--- config.mk ---
export PLATFORM = sky130hd
export DESIGN_NAME = uart_brk_tx
export DESIGN_NICKNAME = d
export VERILOG_FILES = /design/src/rtl/uart_brk_tx_pkg.sv /design/src/rtl/tx_hold_buf.sv /design/src/rtl/tx_frame_engine.sv /design/src/rtl/uart_brk_tx.sv
export SDC_FILE = /design/constraint.sdc
export NUM_CORES = 1
export LEC_CHECK = 0
export BUFFER_PORTS_ARGS = -buffer_cell sky130_fd_sc_hd__buf_2
export CORE_MARGIN = 2
export CORE_UTILIZATION = 60
export CTS_CLUSTER_DIAMETER = 30
export DETAILED_ROUTE_END_ITERATION = 16
export PLACE_DENSITY = 0.78
export SETUP_SLACK_MARGIN = 0.2
export SYNTH_ARGS = -nofsm -noshare
export SYNTH_HDL_FRONTEND = slang
export SYNTH_HIERARCHICAL = 1
export SYNTH_SLANG_ARGS = --single-unit
--- constraint.sdc ---
create_clock -name tx_clk -period 2.8 [get_ports tx_clk]
set_input_delay 0.42 -clock tx_clk [delete_from_list [all_inputs] [get_ports tx_clk]]
set_output_delay 0.42 -clock tx_clk [all_outputs]
set_load 0.005 [all_outputs]
--- src/rtl/uart_brk_tx_pkg.sv ---
`timescale 1ns/1ps
package uart_brk_tx_pkg;
  localparam int CHAR_MAX  = 8;
  localparam int CHAR_MIN  = 5;
  localparam int FRAME_MAX = CHAR_MAX + 4;
  localparam int CNT_W     = 12;
  localparam int DIV_MID   = 16;
  localparam int DIV_HI    = 64;

  typedef enum logic [1:0] {ENG_IDLE, ENG_SHIFT, ENG_BREAK, ENG_GUARD} eng_state_t;

  typedef struct packed {
    logic [1:0] div_sel;
    logic [1:0] len_sel;
    logic       par_en;
    logic       par_odd;
    logic [1:0] stop_sel;
  } frame_cfg_t;

  function automatic int char_bits(input logic [1:0] len_sel);
    return CHAR_MIN + int'(len_sel);
  endfunction

  function automatic int bit_clocks(input logic [1:0] div_sel);
    case (div_sel)
      2'd0:    return 1;
      2'd1:    return DIV_MID;
      default: return DIV_HI;
    endcase
  endfunction

  function automatic int stop_clocks(input frame_cfg_t cfg);
    int p;
    p = bit_clocks(cfg.div_sel);
    case (cfg.stop_sel)
      2'd0:    return p;
      2'd1:    return (p == 1) ? 2 : p + p / 2;
      default: return 2 * p;
    endcase
  endfunction

  function automatic int frame_clocks(input frame_cfg_t cfg);
    return bit_clocks(cfg.div_sel) * (1 + char_bits(cfg.len_sel) + int'(cfg.par_en))
           + stop_clocks(cfg);
  endfunction

  function automatic logic [CHAR_MAX-1:0] mask_char(input logic [CHAR_MAX-1:0] data,
                                                    input logic [1:0] len_sel);
    logic [CHAR_MAX-1:0] m;
    m = data;
    for (int i = 0; i < CHAR_MAX; i++)
      if (i >= char_bits(len_sel)) m[i] = 1'b0;
    return m;
  endfunction

  function automatic logic parity_bit(input logic [CHAR_MAX-1:0] data, input frame_cfg_t cfg);
    return (^mask_char(data, cfg.len_sel)) ^ cfg.par_odd;
  endfunction

  function automatic logic [FRAME_MAX-1:0] build_frame(input logic [CHAR_MAX-1:0] data,
                                                       input frame_cfg_t cfg);
    logic [FRAME_MAX-1:0] f;
    int n;
    n = char_bits(cfg.len_sel);
    f = '1;
    f[0] = 1'b0;
    for (int i = 0; i < CHAR_MAX; i++)
      if (i < n) f[i+1] = data[i];
    if (cfg.par_en) f[n+1] = parity_bit(data, cfg);
    return f;
  endfunction
endpackage

--- src/rtl/tx_hold_buf.sv ---
`timescale 1ns/1ps
module tx_hold_buf #(
  parameter int W = 8
) (
  input  logic         clk,
  input  logic         rst_n,
  input  logic [W-1:0] wr_data,
  input  logic         wr_valid,
  output logic         wr_ready,
  input  logic         pop,
  output logic         full,
  output logic [W-1:0] q
);
  logic push;
  assign wr_ready = !full;
  assign push     = wr_valid && !full;

  always_ff @(negedge clk or negedge rst_n) begin
    if (!rst_n) begin
      full <= 1'b0;
      q    <= '0;
    end else if (push) begin
      full <= 1'b1;
      q    <= wr_data;
    end else if (pop) begin
      full <= 1'b0;
    end
  end
endmodule

--- src/rtl/tx_frame_engine.sv ---
`timescale 1ns/1ps
module tx_frame_engine
  import uart_brk_tx_pkg::*;
(
  input  logic                clk,
  input  logic                rst_n,
  input  frame_cfg_t          cfg,
  input  logic                tx_en,
  input  logic                brk,
  input  logic                buf_full,
  input  logic [CHAR_MAX-1:0] buf_data,
  output logic                pop,
  output logic                txd,
  output logic                shifting,
  output logic                at_boundary,
  output logic                frame_start,
  output logic                brk_active
);
  eng_state_t           st;
  logic [CNT_W-1:0]     bit_left, rem, p_lat, p_now, total;
  logic [FRAME_MAX-1:0] shreg, new_frame;
  logic                 txd_q, frame_end;

  assign p_now     = CNT_W'(bit_clocks(cfg.div_sel));
  assign total     = CNT_W'(frame_clocks(cfg));
  assign new_frame = build_frame(buf_data, cfg);

  always_comb begin
    frame_end   = (st == ENG_SHIFT) && (rem == '0);
    at_boundary = (st == ENG_SHIFT) && ((bit_left == '0) || (rem == '0));
    frame_start = tx_en && !brk && buf_full &&
                  ((st == ENG_IDLE) || frame_end || ((st == ENG_GUARD) && (bit_left == '0)));
  end

  assign pop        = frame_start;
  assign txd        = txd_q;
  assign shifting   = (st == ENG_SHIFT);
  assign brk_active = (st == ENG_BREAK);

  always_ff @(negedge clk or negedge rst_n) begin
    if (!rst_n) begin
      st       <= ENG_IDLE;
      txd_q    <= 1'b1;
      shreg    <= '1;
      bit_left <= '0;
      rem      <= '0;
      p_lat    <= CNT_W'(1);
    end else if (frame_start) begin
      st       <= ENG_SHIFT;
      txd_q    <= new_frame[0];
      shreg    <= {1'b1, new_frame[FRAME_MAX-1:1]};
      bit_left <= p_now - CNT_W'(1);
      rem      <= total - CNT_W'(1);
      p_lat    <= p_now;
    end else begin
      case (st)
        ENG_IDLE: begin
          if (brk) begin
            st    <= ENG_BREAK;
            txd_q <= 1'b0;
          end else begin
            txd_q <= 1'b1;
          end
        end
        ENG_SHIFT: begin
          if (brk && at_boundary) begin
            st    <= ENG_BREAK;
            txd_q <= 1'b0;
          end else if (frame_end) begin
            st    <= ENG_IDLE;
            txd_q <= 1'b1;
          end else begin
            rem <= rem - CNT_W'(1);
            if (bit_left == '0) begin
              txd_q    <= shreg[0];
              shreg    <= {1'b1, shreg[FRAME_MAX-1:1]};
              bit_left <= p_lat - CNT_W'(1);
            end else begin
              bit_left <= bit_left - CNT_W'(1);
            end
          end
        end
        ENG_BREAK: begin
          if (!brk) begin
            st       <= ENG_GUARD;
            txd_q    <= 1'b1;
            bit_left <= p_now - CNT_W'(1);
          end
        end
        default: begin
          if (brk) begin
            st    <= ENG_BREAK;
            txd_q <= 1'b0;
          end else if (bit_left == '0) begin
            st <= ENG_IDLE;
          end else begin
            bit_left <= bit_left - CNT_W'(1);
          end
        end
      endcase
    end
  end
endmodule

--- src/rtl/uart_brk_tx.sv ---
`timescale 1ns/1ps
module uart_brk_tx
  import uart_brk_tx_pkg::*;
(
  input  logic                tx_clk,
  input  logic                rst_n,
  input  logic [1:0]          cfg_div,
  input  logic [1:0]          cfg_len,
  input  logic                cfg_par_en,
  input  logic                cfg_par_odd,
  input  logic [1:0]          cfg_stop,
  input  logic                tx_en,
  input  logic                brk,
  input  logic [CHAR_MAX-1:0] in_data,
  input  logic                in_valid,
  output logic                in_ready,
  output logic                txd,
  output logic                tx_empty
);
  frame_cfg_t          cfg;
  logic                buf_full, pop, shifting, at_boundary, frame_start, brk_active;
  logic [CHAR_MAX-1:0] buf_q;

  assign cfg = '{div_sel: cfg_div, len_sel: cfg_len, par_en: cfg_par_en,
                 par_odd: cfg_par_odd, stop_sel: cfg_stop};

  tx_hold_buf #(.W(CHAR_MAX)) u_buf (
    .clk(tx_clk), .rst_n(rst_n), .wr_data(in_data), .wr_valid(in_valid),
    .wr_ready(in_ready), .pop(pop), .full(buf_full), .q(buf_q)
  );

  tx_frame_engine u_eng (
    .clk(tx_clk), .rst_n(rst_n), .cfg(cfg), .tx_en(tx_en), .brk(brk),
    .buf_full(buf_full), .buf_data(buf_q), .pop(pop), .txd(txd),
    .shifting(shifting), .at_boundary(at_boundary), .frame_start(frame_start),
    .brk_active(brk_active)
  );

  assign tx_empty = !shifting;
endmodule

=== Word-level counts from Yosys, hierarchy flattened ===
Cells that the tools add are included.

* Output and inout port bits: 3
* Bits in registers: 60

* Multiply operators: 1
* Eq/ne operators: 17
* Multiplexer cells: 66
* Magnitude comparators: 18
* Reductions and logical operators: 31
* Add/sub/neg operators: 11
* Bitwise gates (word level): 2

{| class="wikitable"
|+ Operator list
! operator !! count
|-
| two-way mux 12 bit || 18
|-
| greater-or-equal comparator 4 x 32 -> 1 bit, first input constant || 4
|-
| less-than comparator 4 x 32 -> 1 bit, first input constant || 4
|-
| greater-or-equal comparator 3 x 32 -> 1 bit, first input constant || 2
|-
| less-than comparator 3 x 32 -> 1 bit, first input constant || 2
|-
| subtractor 12 x 1 -> 12 bit, second input constant || 4
|-
| one-hot mux 12 bit (3 select lines) || 1
|-
| two-way mux 1 bit || 34
|-
| adder 32 x 2 -> 32 bit || 1
|-
| greater-or-equal comparator 1 x 32 -> 1 bit, first input constant || 1
|-
| greater-or-equal comparator 2 x 32 -> 1 bit, first input constant || 1
|-
| greater-or-equal comparator 32 x 1 -> 1 bit, second input constant || 1
|-
| less-than comparator 1 x 32 -> 1 bit, first input constant || 1
|-
| less-than comparator 2 x 32 -> 1 bit, first input constant || 1
|-
| less-than comparator 32 x 6 -> 1 bit, second input constant || 1
|-
| multiplier 8 x 32 -> 12 bit || 1
|-
| logical NOT 12 bit || 2
|-
| one-hot mux 12 bit (2 select lines) || 1
|-
| two-way mux 2 bit || 7
|-
| one-hot mux 7 bit (2 select lines) || 1
|-
| adder 12 bit || 1
|-
| adder 8 x 12 -> 12 bit || 1
|-
| bitwise mux 12 bit || 1
|-
| inequality test 3 bit, second input constant || 4
|-
| other kinds (27) || 51
|}

=== Depth between registers and ports, before layout ===
Gate-level depths: netlist (run 1).

* Depth after elaboration: 10
* Depth in mapped cells: 22
* Mapped depth without buffers: 21

=== Hierarchy ===
Netlist (run 1), hierarchy kept.

{| class="wikitable"
|+ Modules (own cells, without submodules)
! module !! cells each !! times used !! area an instance (µm²)
|-
| tx_frame_engine || 521 || 1 || 4354.2
|-
| tx_hold_buf || 21 || 1 || 374.1
|-
| uart_brk_tx || 1 || 1 || 3.8
|}

==> run summary, run 1 <==
Worst EP arrival -> 4.41 ns
Hold path depth -> 2
Final Hold Fails -> 0
# rows -> 32
Max VDD drop -> 351 uV
Hpwl dp -> 9390 um
Synth Flop Type -> dfrtn_1
Syn-to-layout area delta -> 44.6%
CORE AREA -> 0.00769 mm^2
Sequential area share after synthesis -> 26.8%
Finished Core Util -> 89.0%
CTS tree -> yes
CTS Buf Count -> 5
Global-route wire length before repair -> 24700 um
Total gr overflow -> 0
Xor-xnor portion of the synthesized cell area -> 6.21%
Ys async rst share -> 100%
Final ANT Viol Nets -> 0
Final Max Slew Viols -> 0
Unrepaired setup endpoints after global routing -> yes
CP max-delay cell -> fa_1
DR DRC count -> 0
Port bufs -> 23
Synth unique cells -> 65
Failing checks -> setup timing
Flops & latches, synth -> 50
Post-Synth Adder-Cell Area -> 18.7%
Starting Density -> 61.6%
Crit path max fanout -> 4
Vias in the first global route -> 5007
Fraction of layout cells with a size suffix above 1 -> 43.1%
Clk sinks -> 50
Lkg Pwr -> 3.15 nW
Worst Reg-to-Reg Cells -> 13
Setup WS post-layout -> -2.87 ns
Global-route usage over all layers -> 36.3%
DRT Pass-1 Iters -> 6
HP Class -> reg -> reg
Maxcap violations -> 0
Type of the worst setup path -> in -> reg
Antenna diodes -> 0
Critical path buffers and inverters -> 6
Power Density -> 414 mW/mm^2
Multi-input gate area -> 0.00387 mm^2
Vias/cell -> 7.00
Main combinational cell family by area after synthesis -> adder cells
Io pins -> 24
Reg-to-reg setup timing slack -> 0.03 ns
Status -> complete, but fails checks
Critical path depth in cells -> 21
Crit path launch type -> primary input
Die Wd -> 92.8 um
Total Wirelength -> 19300 um
Post-synth EDFFs -> 0
Cells after Synth -> 543
Crit. End Element -> register
Leading cell type in the layout, fill and taps excluded -> buf_4
Reg clk slew, reported paths -> 0.07 ns
Slew margin rel. -> 56.0%
Root Driver -> clkbuf_8
Post-Synth Simple-Gate Area -> 17.5%
Setup violators final -> 32
Area fraction in compound gates after synthesis -> 17.8%
DIE AREA -> 0.00861 mm^2
Syn_area_per_cell -> 8.71 um^2
CP top delay family -> adder cells
Layout Skew -> 0.0899 ns
Dpl ws -> -3.01 ns
Synth Cell Area -> 0.00473 mm^2
CTS hold repair buffers -> 0
Maximum clock path buffer count -> 2
DR iter-0 viols -> 534
Fill cells -> 307
CP Cell Sequence -> buf_12 -> clkinv_8 -> ha_4 -> inv_2 -> ha_4 -> nand3b_1 -> xnor2_2 -> nand2_1 -> fa_1 -> inv_2 -> ha_4 -> ha_4 -> inv_2 -> fa_1 -> inv_2 -> ha_4 -> o21ai_1 -> nand2b_1 -> a31oi_1 -> xor2_1 -> mux2i_1
Mux cell area share after synthesis -> 6.05%
DIE HEIGHT -> 92.8 um
Syn nets -> 630
Layout Nets -> 763
Most frequent cells in the layout -> 90 x buf_4, 50 x nand2_1, 49 x inv_1
Actual slew at the worst max-slew pin -> 0.644 ns
Via count -> 5450
Yosys warnings -> 6
Initial antenna violation count -> 0
Data required time of the worst path -> 1.55 ns
H-tree levels -> 2
Final Wtd Congestion -> 0.918
Skew-Pair Late Insertion Delay -> 0.40 ns
Largest net degree at the start of global routing -> 51
Most frequent CP cell -> ha_4
Worst path max stage delay -> 0.61 ns
Register area -> 0.00127 mm^2
Wire length per cell -> 24.8 um
[flip-flops by register name, indices dropped and copies added (netlist names)]
name / cells
u_buf/full: 1
u_eng/shreg: 11
u_eng/rem: 12
u_eng/st: 2
u_buf/q: 8
u_eng/p_lat: 3
u_eng/txd: 1
u_eng/bit_left: 12
[per-stage QoR]
step	total power [mW]	hold slack, ns	instance area, um^2	setup TNS, ns	std cells
floorplan	1.43	0.449	5100	-32.88	543
global placement	1.73	0.468	5810	-44.90	730
detailed placement	1.78	0.481	5810	-47.95	730
CTS	2.46	0.483	6470	-29.15	764
global route	2.91	0.525	6840	-36.17	779
finish	2.83	0.509	6840	-35.18	779
[where the power goes]
part           total, mW  switching (mW)  internal [mW]
sequential         0.744         0.00938          0.735
combinational       1.50           0.797          0.698
clock              0.595           0.348          0.248
[timing repair]
| item | in CTS | in global routing |
|---|---|---|
| gates resized for setup | 98 | 55 |
| endpoints found under the setup margin | 45 | 45 |
| pin swaps | 49 | 46 |
| cloned | 0 | 0 |
| buffers inserted | 14 | 15 |
[synthesized netlist by cell type (8+ instances only)]
| cell type | n | area (um^2) |
|---|---|---|
| ha_1 | 58 | 726 |
| mux2_4 | 9 | 135 |
| a22oi_1 | 8 | 60.1 |
| o21ai_0 | 25 | 125 |
| dfrtn_1 | 37 | 926 |
| a21oi_1 | 35 | 175 |
| a31oi_1 | 8 | 50.1 |
| fa_1 | 8 | 160 |
| nand3_1 | 13 | 65.1 |
| xor2_1 | 13 | 114 |
| mux2i_1 | 14 | 140 |
| nand2_1 | 59 | 221 |
| nor3_1 | 9 | 45.0 |
| nor2_1 | 31 | 116 |
| inv_1 | 54 | 203 |
| xnor2_1 | 18 | 158 |
| dfstp_2 | 13 | 342 |
| clkbuf_1 | 12 | 45.0 |
[tightest hold or removal path, stage by stage (launching register included)]
cell and delay (ns):
dfrtn_1 0.46, nand2_1 0.08, nand2_1 0.07
[final cells by class]
type | instances | area share, %
Clock buffer | 5 | 1.01
Clock inverter | 16 | 1.23
Inverter | 56 | 3.77
Multi-Input combinational cell | 413 | 56.6
Sequential cell | 50 | 18.5
Tap cell | 102 | 1.87
Timing Repair Buffer | 137 | 17.0
[cells by family after synthesis]
| group | Yosys count |
|---|---|
| compound gates | 129 |
| xor+xnor | 32 |
| fa+ha+maj | 66 |
| buf+inv | 80 |
| flops | 50 |
| mux | 24 |
| simple gates | 162 |
[final timing paths]
kind,startpoint,to
worst max-delay path,cfg_len[0],u_eng/rem[10]
worst min-delay path,u_eng/p_lat[6],u_eng/p_lat[6]
worst max register to register,u_eng/st[1],u_eng/bit_left[5]
worst min register to register,u_eng/p_lat[6],u_eng/p_lat[6]
max in group asynchronous,rst_n,u_eng/shreg[6]
min in group asynchronous,rst_n,u_eng/bit_left[11]
[per-layer routing]
metal / global-route usage (%) / share of wire, % / vias to the layer above
met5: 0 / 0 / -
met4: 15.2 / 10 / 0
met3: 5.45 / 9.1 / 209
met2: 68.4 / 48 / 478
met1: 40.3 / 33 / 2585
li1: - / - / 2178
Note: power is estimated with default switching activity, not from simulation.
==> run 2: changes to the inputs <==
Settings changed: MAX_ROUTING_LAYER set to met4.
==> run summary, run 2 (synthesized netlist as in run 1, its figures left out) <==
Setup violators final -> 30
Total Wirelength -> 19600 um
GRT met2 Usage -> 64.1%
Io pins -> 24
Worst path max stage delay -> 0.56 ns
CORE AREA -> 0.00769 mm^2
Global-route wire length before repair -> 24000 um
Fill cells -> 331
Port bufs -> 23
CP max-delay cell -> fa_1
Maximum clock path buffer count -> 2
Die Wd -> 92.8 um
Layout Nets -> 760
Fin Hold WS -> 0.513 ns
Actual slew at the worst max-slew pin -> 0.590 ns
Final Max Slew Viols -> 0
Setup WS post-layout -> -2.84 ns
HP Class -> reg -> reg
Lkg Pwr -> 3.14 nW
Root Driver -> clkbuf_8
DIE AREA -> 0.00861 mm^2
DIE HEIGHT -> 92.8 um
Hold path depth -> 1
Via count -> 5349
Multi-input gate area -> 0.00379 mm^2
Total gr overflow -> 0
CTS tree -> yes
R2R Path End -> u_eng/bit_left[3]
Starting Density -> 61.6%
Vias in the first global route -> 4956
GR Layer Usage met1 -> 40.9%
CP Cell Sequence -> buf_12 -> inv_4 -> ha_4 -> xnor2_4 -> ha_4 -> xor2_2 -> nor2_1 -> ha_1 -> ha_1 -> ha_1 -> inv_1 -> fa_1 -> inv_1 -> ha_1 -> nor3_4 -> o21ai_1 -> a31oi_1 -> xor2_1 -> mux2i_1
Global-route usage over all layers -> 36.4%
Grt met3 use -> 4.07%
Crit path max fanout -> 5
Most frequent CP cell -> ha_1
Vias/cell -> 6.89
Wire length per cell -> 25.2 um
Max VDD drop -> 318 uV
CTS Buf Count -> 5
Final ANT Viol Nets -> 0
Most frequent cells in the layout -> 90 x buf_4, 53 x inv_1, 49 x nand2_1
Critical R2R Launch -> u_eng/st[1]
Data required time of the worst path -> 1.53 ns
Fraction of layout cells with a size suffix above 1 -> 40.7%
Hpwl dp -> 8970 um
Initial antenna violation count -> 0
Final Hold Fails -> 0
Status -> complete, but fails checks
Antenna diodes -> 0
Crit. End Element -> register
Reg-to-reg setup timing slack -> 0.08 ns
Power Density -> 411 mW/mm^2
Crit path launch type -> primary input
Cell area after layout -> 0.00677 mm^2
HP Start -> u_buf/q[6]
Slew margin rel. -> 59.7%
Failing checks -> setup timing
Final Wtd Congestion -> 0.926
Worst EP arrival -> 4.37 ns
Syn-to-layout area delta -> 43.2%
Maxcap violations -> 0
Clk sinks -> 50
Skew-Pair Late Insertion Delay -> 0.42 ns
H-tree levels -> 2
DR DRC count -> 0
Leading cell type in the layout, fill and taps excluded -> buf_4
# rows -> 32
Hold Path End -> u_buf/q[6]
Unrepaired setup endpoints after global routing -> yes
Reg clk slew, reported paths -> 0.08 ns
Worst Reg-to-Reg Cells -> 10
DR iter-0 viols -> 577
DRT Pass-1 Iters -> 8
Post-Place Cell Area -> 0.00582 mm^2
CTS hold repair buffers -> 0
Biggest regs -> u_eng/bit_left x12, u_eng/rem x12, u_eng/shreg x11
Register area -> 0.00127 mm^2
Dpl ws -> -3.04 ns
Largest net degree at the start of global routing -> 51
Layout Skew -> 0.109 ns
Type of the worst setup path -> in -> reg
Gr busiest metal -> met2
-- run 2: cell types whose count changed in the layout (fill, tap and decap cells not counted), moves of 3 or more --
cell / previous run / this run
buf_6: 24 / 14
nor2_2: 3 / 0
nand3_2: 4 / 1
inv_2: 13 / 9
inv_1: 49 / 53
buf_8: 3 / 6
-- run 2: per-stage QoR --
step / utilization, % / cells / setup TNS (ns) / power (mW)
CTS: 85.1 / 768 / -28.88 / 2.48
global placement: 75.7 / 730 / -43.81 / 1.75
detailed placement: 75.7 / 730 / -45.75 / 1.78
global route: 88.1 / 776 / -36.03 / 2.89
floorplan: - / 543 / -32.88 / 1.43
finish: 88.1 / 776 / -35.24 / 2.78
-- run 2: worst max path at each step --
stage | from | endpoint | slack [ns] | cells after the start
6_report | cfg_len[1] | u_eng/rem[10] | -2.84 | 19
5_1_grt | cfg_len[1] | u_eng/rem[10] | -2.92 | 21
4_1_cts | cfg_len[0] | u_eng/rem[8] | -2.46 | 22
3_5_place_dp | cfg_len[0] | u_eng/rem[10] | -3.04 | 21
3_3_place_gp | cfg_len[0] | u_eng/rem[11] | -2.91 | 22
2_1_floorplan | cfg_len[0] | u_eng/rem[11] | -2.85 | 22
-- run 2: final cells by class --
cell class              count  area share, %
flip-flops and latches     50           18.7
clock buffers               5           1.02
well taps                 102           1.88
repair buffers            134           17.6
inverters                  56           3.71
clock inverters            16           1.13
multi-input cells         413           55.9
-- run 2: per-layer routing --
layer  share of wire (%)  routed length, um  vias up
li1                    -                  -     2169
met3                 8.8               1730      178
met2                  48               9330      447
met1                  34               6600     2555
met4                 9.8               1920        0
met5                   0                  0        -
-- run 2: power breakdown --
group	total (mW)	internal (mW)	leakage [nW]	switching [mW]
combinational	1.45	0.706	2.42	0.741
clock	0.589	0.211	0.116	0.378
sequential	0.744	0.735	0.598	0.00935
-- run 2: timing repair --
| item | 4_1_cts | 5_1_grt |
|---|---|---|
| resized for setup | 95 | 35 |
| pin swaps | 58 | 41 |
| setup buffers | 16 | 8 |
| gates cloned | 2 | 0 |
| hold endpoints to repair | 0 | 0 |
| endpoints found under the setup margin | 43 | 45 |
-- run 2: worst max-delay path: cells and delay by family --
kind            cells  cell delay, ns
fa+ha+maj           7            2.22
mux                 1            0.14
simple gates        2            0.29
compound gates      2            0.34
xor+xnor            3            0.63
buf+inv             4            0.29
==> run 3: changes to the inputs <==
Settings changed: CORE_ASPECT_RATIO set to 0.7.
==> run summary, run 3 (synthesized netlist as in run 1, its figures left out) <==
Status -> complete, but fails checks
Failing checks -> setup timing
Global-route usage over all layers -> 37.4%
Setup TNS -> -35.13 ns
Skew-Pair Late Insertion Delay -> 0.40 ns
Leading cell type in the layout, fill and taps excluded -> buf_4
Crit path launch type -> primary input
Via count -> 5352
Biggest regs -> u_eng/bit_left x12, u_eng/rem x12, u_eng/shreg x11
Final Wtd Congestion -> 0.950
Antenna diodes -> 0
Maximum clock path buffer count -> 2
Die Wd -> 110 um
Global-route wire length before repair -> 24100 um
Most frequent cells in the layout -> 87 x buf_4, 53 x nand2_1, 52 x inv_1
Cell area after layout -> 0.00674 mm^2
Data required time of the worst path -> 1.57 ns
Crit path max fanout -> 4
Lkg Pwr -> 3.09 nW
Total gr overflow -> 0
Hpwl dp -> 9490 um
Type of the worst setup path -> in -> reg
Dpl ws -> -3.12 ns
Worst EP arrival -> 4.25 ns
Power Density -> 423 mW/mm^2
Total Wirelength -> 18500 um
Post-Place Cell Area -> 0.00580 mm^2
DR iter-0 viols -> 831
Final Hold Fails -> 0
Vias in the first global route -> 4848
Setup violators final -> 32
H-tree levels -> 2
CTS Buf Count -> 5
Layout Nets -> 752
Reg clk slew, reported paths -> 0.06 ns
Port bufs -> 23
Setup WS post-layout -> -2.68 ns
DIE HEIGHT -> 78.3 um
CTS hold repair buffers -> 0
Wire length per cell -> 24.1 um
Largest net degree at the start of global routing -> 51
Fill cells -> 319
Starting Density -> 60.9%
Unrepaired setup endpoints after global routing -> yes
Maxcap violations -> 0
Io pins -> 24
Slew margin rel. -> 51.6%
Layout Skew -> 0.0801 ns
Root Driver -> clkbuf_16
DIE AREA -> 0.00862 mm^2
Max VDD drop -> 367 uV
CORE AREA -> 0.00777 mm^2
Crit. End Element -> register
DRT Pass-1 Iters -> 8
Final ANT Viol Nets -> 0
Clk sinks -> 50
Vias/cell -> 6.98
Final Max Slew Viols -> 0
Total power -> 2.85 mW
CTS tree -> yes
Fraction of layout cells with a size suffix above 1 -> 39.5%
# rows -> 27
Actual slew at the worst max-slew pin -> 0.727 ns
HP Class -> reg -> reg
Syn-to-layout area delta -> 42.4%
DR DRC count -> 0
Initial antenna violation count -> 0
run 3: changes by cell type in the layout (fill, tap and decap cells not counted), moves of 3 or more:
cell,delta
buf_4,-3
buf_8,-3
clkbuf_16,+5
clkbuf_8,-5
nand2_1,+4
nand2_2,-3
run 3: where the power goes:
group / internal, mW / switching, mW
logic: 0.665 / 0.664
clock network: 0.371 / 0.408
registers: 0.735 / 0.00994
total: 1.77 / 1.08
run 3: final cells by class:
type	count	area, um^2	share of cell area [%]
inverters	56	249	3.70
flip-flops and latches	50	1270	18.8
clock buffers	5	125	1.86
multi-input cells	413	3830	56.9
well taps	101	126	1.88
repair buffers	126	1060	15.7
clock inverters	16	82.6	1.23
run 3: metrics by stage:
| stage | utilization, % | hold slack (ns) | instances |
|---|---|---|---|
| floorplan | - | 0.449 | 543 |
| global placement | 74.7 | 0.468 | 727 |
| detailed placement | 74.7 | 0.479 | 727 |
| CTS | 83.6 | 0.484 | 760 |
| global route | 86.7 | 0.514 | 767 |
| finish | 86.7 | 0.495 | 767 |
run 3: routing by layer:
layer / part of all wire [%] / vias to the layer above / global-route usage [%]
met1: 35 / 2547 / 46.2
met3: 11 / 180 / 7.48
met5: 0 / - / -
met4: 7.2 / 0 / 11.0
met2: 47 / 473 / 62.1
li1: - / 2152 / -
run 3: critical path, cell delays in order:
cell and delay, ns:
buf_12 0.12, inv_8 0.06, ha_4 0.14, inv_2 0.05, ha_4 0.22, nand3b_1 0.25
xnor2_2 0.24, nand2_1 0.11, fa_1 0.50, inv_1 0.06, ha_1 0.30, ha_1 0.29
inv_2 0.04, fa_1 0.48, inv_2 0.05, ha_4 0.24, buf_4 0.15, a21oi_2 0.12
o21ai_1 0.08, xor2_1 0.15, nor2_1 0.12, a21oi_1 0.05
run 3: worst paths after layout:
check / from / endpoint / slack [ns] / cells past startpoint
setup / recovery: cfg_len[0] / u_eng/rem[8] / -2.68 / 22
hold / removal: u_buf/q[5] / u_buf/q[5] / 0.50 / 1
setup reg to reg: u_eng/bit_left[0] / u_eng/bit_left[5] / 0.10 / 11
hold reg to reg: u_buf/q[5] / u_buf/q[5] / 0.50 / 1
max in group asynchronous: rst_n / u_eng/txd / 1.06 / 2
min in group asynchronous: rst_n / u_eng/rem[6] / 1.37 / 2
run 3: repair_timing:
action | 4_1_cts | 5_1_grt
resized for setup | 86 | 36
pin swaps | 41 | 20
cloned | 0 | 0
buffers inserted | 13 | 7
endpoints found under the setup margin | 45 | 41
